`src/rtl/reset_cause_ctrl.sv`:
```
module reset_cause_ctrl #(
  parameter int ADDR_W = 12,
  parameter logic [ADDR_W-1:0] STAT_OFS = 'h230,
  parameter logic [ADDR_W-1:0] CLR_OFS = 'h234,
  parameter int HOLD_CYCLES = 4
) (
  input  logic              clk,
  input  logic              por_n,
  input  logic              ext_rst_n,
  input  logic              wdt_timeout,
  input  logic [ADDR_W-1:0] addr,
  input  logic              wr_en,
  input  logic [7:0]        wdata,
  output logic [7:0]        rdata,
  output logic              sys_rst,
  output logic              wdt_rst,
  output logic              ram_valid
);
  localparam int CW = $clog2(HOLD_CYCLES + 1);
  localparam logic [CW-1:0] HOLD = CW'(HOLD_CYCLES);

  logic [1:0] por_q, ext_q;
  logic [CW-1:0] cnt;
  logic [3:0] status;
  logic por_phase;

  always_ff @(posedge clk or negedge por_n)
    if (!por_n) por_q <= 2'b00;
    else        por_q <= {por_q[0], 1'b1};

  always_ff @(posedge clk or negedge ext_rst_n)
    if (!ext_rst_n) ext_q <= 2'b00;
    else            ext_q <= {ext_q[0], 1'b1};

  wire por_act = ~por_q[1];
  wire ext_act = ~ext_q[1];
  wire wdt_evt = wdt_timeout & ~por_act;

  assign sys_rst = por_act | ext_act | (cnt != '0);

  wire bus_ok = wr_en & ~sys_rst;
  wire stat_wr = bus_ok & (addr == STAT_OFS);
  wire clr_wr = bus_ok & (addr == CLR_OFS);
  wire sw_req = (stat_wr & wdata[2]) | (clr_wr & status[2] & ~wdata[2]);
  wire src = por_act | ext_act | wdt_evt | sw_req;
  wire [3:0] clr_mask = clr_wr ? wdata[3:0] : 4'b0000;
  wire unused_hi = ^wdata[7:4];

  always_ff @(posedge clk or negedge por_n)
    if (!por_n)         cnt <= HOLD;
    else if (src)       cnt <= HOLD;
    else if (cnt != '0) cnt <= cnt - 1'b1;

  always_ff @(posedge clk or negedge por_n)
    if (!por_n)       status <= 4'b0001;
    else if (por_act) status <= 4'b0001;
    else              status <= (status & ~clr_mask) | {ext_act, sw_req, wdt_evt, 1'b0};

  always_ff @(posedge clk or negedge por_n)
    if (!por_n)        por_phase <= 1'b1;
    else if (!sys_rst) por_phase <= 1'b0;

  always_ff @(posedge clk or negedge por_n)
    if (!por_n) ram_valid <= 1'b0;
    else if (!por_act && (ext_act || wdt_evt || sw_req)) ram_valid <= 1'b1;

  assign wdt_rst = por_phase & sys_rst;
  assign rdata = (addr == STAT_OFS) ? {4'b0000, status} : 8'h00;

  assert_hi_zero_R1: assert property (@(posedge clk) disable iff (!por_n)
    rdata[7:4] == 4'b0000);
  assert_other_reads_zero_R9: assert property (@(posedge clk) disable iff (!por_n)
    (addr != STAT_OFS) |-> rdata == 8'h00);
  assert_sw_write_R6: assert property (@(posedge clk) disable iff (!por_n)
    (wr_en && !sys_rst && addr == STAT_OFS && wdata[2]) |=> (status[2] && sys_rst));
  assert_wdt_only_por_R5: assert property (@(posedge clk) disable iff (!por_n)
    $rose(sys_rst) |-> !wdt_rst);
  assert_hold_after_pin_R3: assert property (@(posedge clk) disable iff (!por_n)
    $fell(sys_rst) |-> (!$past(ext_act) && !$past(por_act)));
  assert_sticky_R7: assert property (@(posedge clk) disable iff (!por_n)
    !(wr_en && !sys_rst && addr == CLR_OFS) |=> ((status & $past(status)) == $past(status)));
  assert_busy_ignore_R10: assert property (@(posedge clk) disable iff (!por_n)
    (sys_rst && !ext_act && !wdt_timeout && !por_act && status[2] == 1'b0) |=> !status[2]);
endmodule

```
`config.mk`:
```
export PLATFORM = sky130hd
export DESIGN_NAME = reset_cause_ctrl
export DESIGN_NICKNAME = d
export VERILOG_FILES = /design/src/rtl/reset_cause_ctrl.sv
export SDC_FILE = /design/constraint.sdc
export NUM_CORES = 1
export LEC_CHECK = 0
export BUFFER_PORTS_ARGS = -buffer_cell sky130_fd_sc_hd__buf_2
export CAP_MARGIN = 20
export CORE_UTILIZATION = 30
export CTS_CLUSTER_DIAMETER = 100
export DETAILED_ROUTE_END_ITERATION = 10
export GPL_ROUTABILITY_DRIVEN = 0
export RECOVER_POWER = 25
export SLEW_MARGIN = 20
export SYNTH_ARGS = -nofsm -noshare
export SYNTH_HDL_FRONTEND = slang
export SYNTH_SLANG_ARGS = --single-unit
```
`constraint.sdc`:
```
create_clock -name clk -period 1.4 [get_ports clk]
set_input_delay 0 -clock clk [delete_from_list [all_inputs] [get_ports clk]]
set_output_delay 0 -clock clk [all_outputs]
set_load 0.005 [all_outputs]
```
### After elaboration in Yosys (flattened, before gate mapping)

Index checks and enable logic that the tools add are counted.

* output and inout port bits: 11
* register bits: 13
* word-level logic and storage cells: 39
* input bits: 25

* mux-type cells: 5
* equal/unequal tests: 2
* reduce and logical (&&, ||, !) cells: 5
* add/sub/neg operators: 1
* bitwise gates (word level): 20

Operator list (number)
* 12-bit by 10-bit == test with 1-bit output, second input constant: 2
* 4-bit two-way mux: 3
* 1-bit bitwise AND: 8
* 3-bit two-way mux: 2
* 1-bit OR: 5
* 4-bit bitwise AND: 1
* 1-bit inverter: 4
* 4-bit inverter: 1
* 4-bit OR: 1
* 3-bit nonzero test: 1
* 3-bit by 1-bit subtractor with 3-bit output, second input constant: 1
* 1-bit logical OR: 2
* 2-bit nonzero test: 1
* 1-bit logical AND: 1

### Depth between registers and ports, before layout

* depth in word-level cells: 11
* gate-level depth with buffers: 6
* mapped depth without buffers: 6

### Worst setup path before layout

No wires, ideal clock.

* path kind: register to register
* start: reg cnt[0]
* end: reg cnt[2]
* library setup time: 88 ps
* data required time: 1312 ps
* setup slack: -69 ps
* period minus slack after synthesis: 1469 ps
* path buffers: 0
* stages on the path, launching flop included: 7
* data arrival time: 1381 ps
* path through: dfrtp_1 > inv_1 > ha_1 > nor2b_4 > and4_4 > and3_4 > or3_1

* cells in the longest elaborated chain, start to end: 10
* elaborated cells on any way between the ends: 15
* classes of those cells: 1 x add/sub; 2 x mux; 10 x bitwise; 2 x reduce/logical

RTL lines
* from (decl): line 23 `logic [CW-1:0] cnt;`
* from (signal assigned): line 52 `else if (cnt != '0) cnt <= cnt - 1'b1;`
* 3-bit nonzero test: line 39, 52
* 1-bit OR: line 39 `assign sys_rst = por_act | ext_act | (cnt != '0);`
* 1-bit inverter: line 41 `wire bus_ok = wr_en & ~sys_rst;`
* 1-bit bitwise AND: line 41
* 1-bit bitwise AND: line 43 `wire clr_wr = bus_ok & (addr == CLR_OFS);`
* 1-bit bitwise AND (2 in series): line 44 `wire sw_req = (stat_wr & wdata[2]) | (clr_wr & status[2] & ~wdata[2]);`
* 1-bit OR: line 44
* 1-bit OR: line 45 `wire src = por_act | ext_act | wdt_evt | sw_req;`
* 3-bit two-way mux / 2-bit nonzero test (equally long branches)

Several ways; a longest one is shown, not always the timed one. The select of a mux whose other input is x is not followed.
A chain may end at the register's enable or synchronous reset.

### Worst setup path after layout

* start: reg cnt[1]
* end: out wdt_rst

* cells in the longest elaborated chain, start to end: 3

RTL lines
* 3-bit nonzero test: line 39
* 1-bit OR: line 39
* 1-bit bitwise AND: line 67 `assign wdt_rst = por_phase & sys_rst;`
* to (decl): line 16 `output logic wdt_rst,`

No other way between the ends.

==> impl_metrics.toml <==
[logic_synthesis]
yosysTopAreaCell = "dfrtp_1"
synth_cell_type_count = 30
avgSynthCellArea_sq_um = 10.6
netlist_instances = 63
synth_edf_count = 0
syn_area_sq_um = 668
yosys_register_bits = 13
ys_warn_count = 0
yosysTopAreaCellShare_pct = 37.5
ys_top_cells_by_area = "dfrtp_1 37%, dfstp_2 12%, and2_1 5.6%"
synth_flop_cell = "dfrtp_1"
synthArstFlopShare_pct = 100
ys_seq_area_share_pct = 49.3

[setup_path]
worst-setup-path-type = "reg -> out"
cp-start-kind = "register"
end_kind = "primary output"
crit_fanout = 3
crit_arrival_ns = 1.47
required_ns = 1.40

[run]
cap_violations = 0

[final_layout]
nNetsFinal = 133
areaGrowthSynthToFinish_pct = 50.2
fillers = 188
antenna_cells = 0
fin_area_sq_um = 1000
multi_input_area_sq_um = 362
final_core_util_pct = 49.6
seq_area_sq_um = 329
final_layout_size_suffix_gt1_share_pct = 49.5
instances_no_fill = 132

[global_route]
gr-usage-met1_pct = 14.7
grt_max_degree = 12
grt-ovfl-total = 0
grt_pass1_vias = 575
met3_usage_pct = 3.12
grt_first_pass_wirelength_mm = 2.30
gr-usage-met2_pct = 21.7
top_usage_layer = "met2"
track_usage_pct = 12.3
antenna_found_initial = 0

[hold_path]
hp-class = "in -> async"

[timing]
whs_ns = 0.0310
hold_viol = 0
rsz0062_at_grt = "yes"
tightest_slew_ns = 0.624
setup_tns_ns = -0.149
drv_slew = 0
worst_slack_ns = -0.0709
post-route-min-period_ns = 1.47
finalSetupViolCount = 3
min_period_over_period_pct = 105
finClkSkew_ns = 0.00307
slew_headroom_pct = 58.4
fmax_mhz = 680

[clock_network]
clk_latency_ns = 0.27
tritoncts = "done"
numCtsBuffers = 3
clk_pin_slew_ns = 0.08
root_buffer = "clkbuf_4"
clock-sinks = 13
cts_buffer_depth = 2
htree_levels = 1

[floorplanning]
io-pin-count = 36
coreArea_sq_um = 2020
start_util_pct = 33.0
die_x_um = 49.2
dieHeight_um = 49.2
rows = 16
die_area_sq_um = 2420

[route]
ant_nets = 0
vias_per_cell = 4.42
wl_per_cell_um = 10.1
dr_total_vias = 583
dr.pass1.iters = 4
drt_wl_total_mm = 1.34
drcViolationCount = 0
drtIter0Drc = 6

[status]
status = "finished, violations left"
violations = "setup timing"

[place]
portBuffers = 27
dp_hpwl_mm = 1.05
placed_cells = 119
postPlaceCellArea_sq_um = 850
dp_slack_ns = -0.00413

[power]
power.total_uw = 737
ir_worst_vdd_uv = 598
powerDensity_nw_per_um2 = 734
leakagePower_nw = 0.472
## power by group
part	leakage, nW	total, mW	switching [mW]	internal (mW)
Clock	0.0150	0.230	0.119	0.110
Sequential	0.153	0.399	0.00917	0.390
Combinational	0.304	0.108	0.0473	0.0606
## timing repair
item	CTS	global route
pin swaps	4	10
cloned	0	0
hold endpoints to repair	16	0
hold buffers	5	0
setup endpoints to repair	3	10
setup buffers	2	2
gates resized for setup	2	8
## logic make-up after synthesis
group,share of synthesized area [%]
AO/OA/AOI/OAI,7.87
multiplexers,3.18
AND/OR/NAND/NOR,26.8
other,1.12
XOR/XNOR,1.31
flip-flops,49.3
adder cells (fa/ha/maj),3.74
buffers and inverters,6.74
## worst max-delay path, stage by stage, from the launching register on
cell	delay [ns]
dfrtp_1	0.39
inv_2	0.08
ha_4	0.13
nor2b_4	0.15
buf_6	0.11
nand3_4	0.07
and2_4	0.17
buf_6	0.10
## area by class of cell
class	count	share of cell area [%]
tap	27	3.37
sequential	13	32.8
timing repair buffer	38	23.7
clock buffer	4	2.62
inverter	4	1.50
multi-input combinational	46	36.0
## synth_stat cells, drive strengths merged, types with 2 or more instances
master and count:
and2 6, nor4b 2, ha 2, nor2 3, buf 4, dfstp 3, a31oi 3, o21ai 2
inv 4, nor3 2, nor2b 2, nand3 2, dfrtp 10, and3 3, nand2 2, and4 2
conb 2
## sequential cells by signal, indices dropped and copies added, names as in the netlist
name	count
cnt	3
ext_q	2
por_phase	1
por_q	2
ram_valid	1
status	4
## final timing paths
path                        endpoint        start  slack, ns  cells past startpoint
max in group asynchronous     cnt[0]        por_n       0.75                      2
min in group clk           status[1]  wdt_timeout       0.04                      3
setup reg to reg              cnt[2]       cnt[1]      -0.04                      6
hold / removal              ext_q[1]    ext_rst_n       0.03                      2
hold reg to reg             por_q[1]     por_q[0]       0.35                      0
setup / recovery             wdt_rst       cnt[1]      -0.07                      7
## placed cells by master (no fill, tap or decap), drive strengths merged
master	instances
a31oi	3
nor3	2
a31o	1
o21ai	2
ha	2
dlygate4sd3	5
mux2	1
nand2	2
dfrtp	10
and2	6
dfstp	3
mux2i	1
a21oi	1
buf	31
clkbuf	6
nor2b	2
nand4	1
and2b	1
nand3	2
a211o	1
and3	3
nor2	3
nor4b	2
or3	1
and4	2
conb	6
xnor2	1
inv	4
## routing by layer
metal	vias to the layer above	part of all wire (%)	routed length, um
li1	293	-	-
met1	273	45	597
met2	17	51	683
met3	0	4.1	55
met4	0	0	0
met5	-	0	0
(Power assumes the default switching activity.)
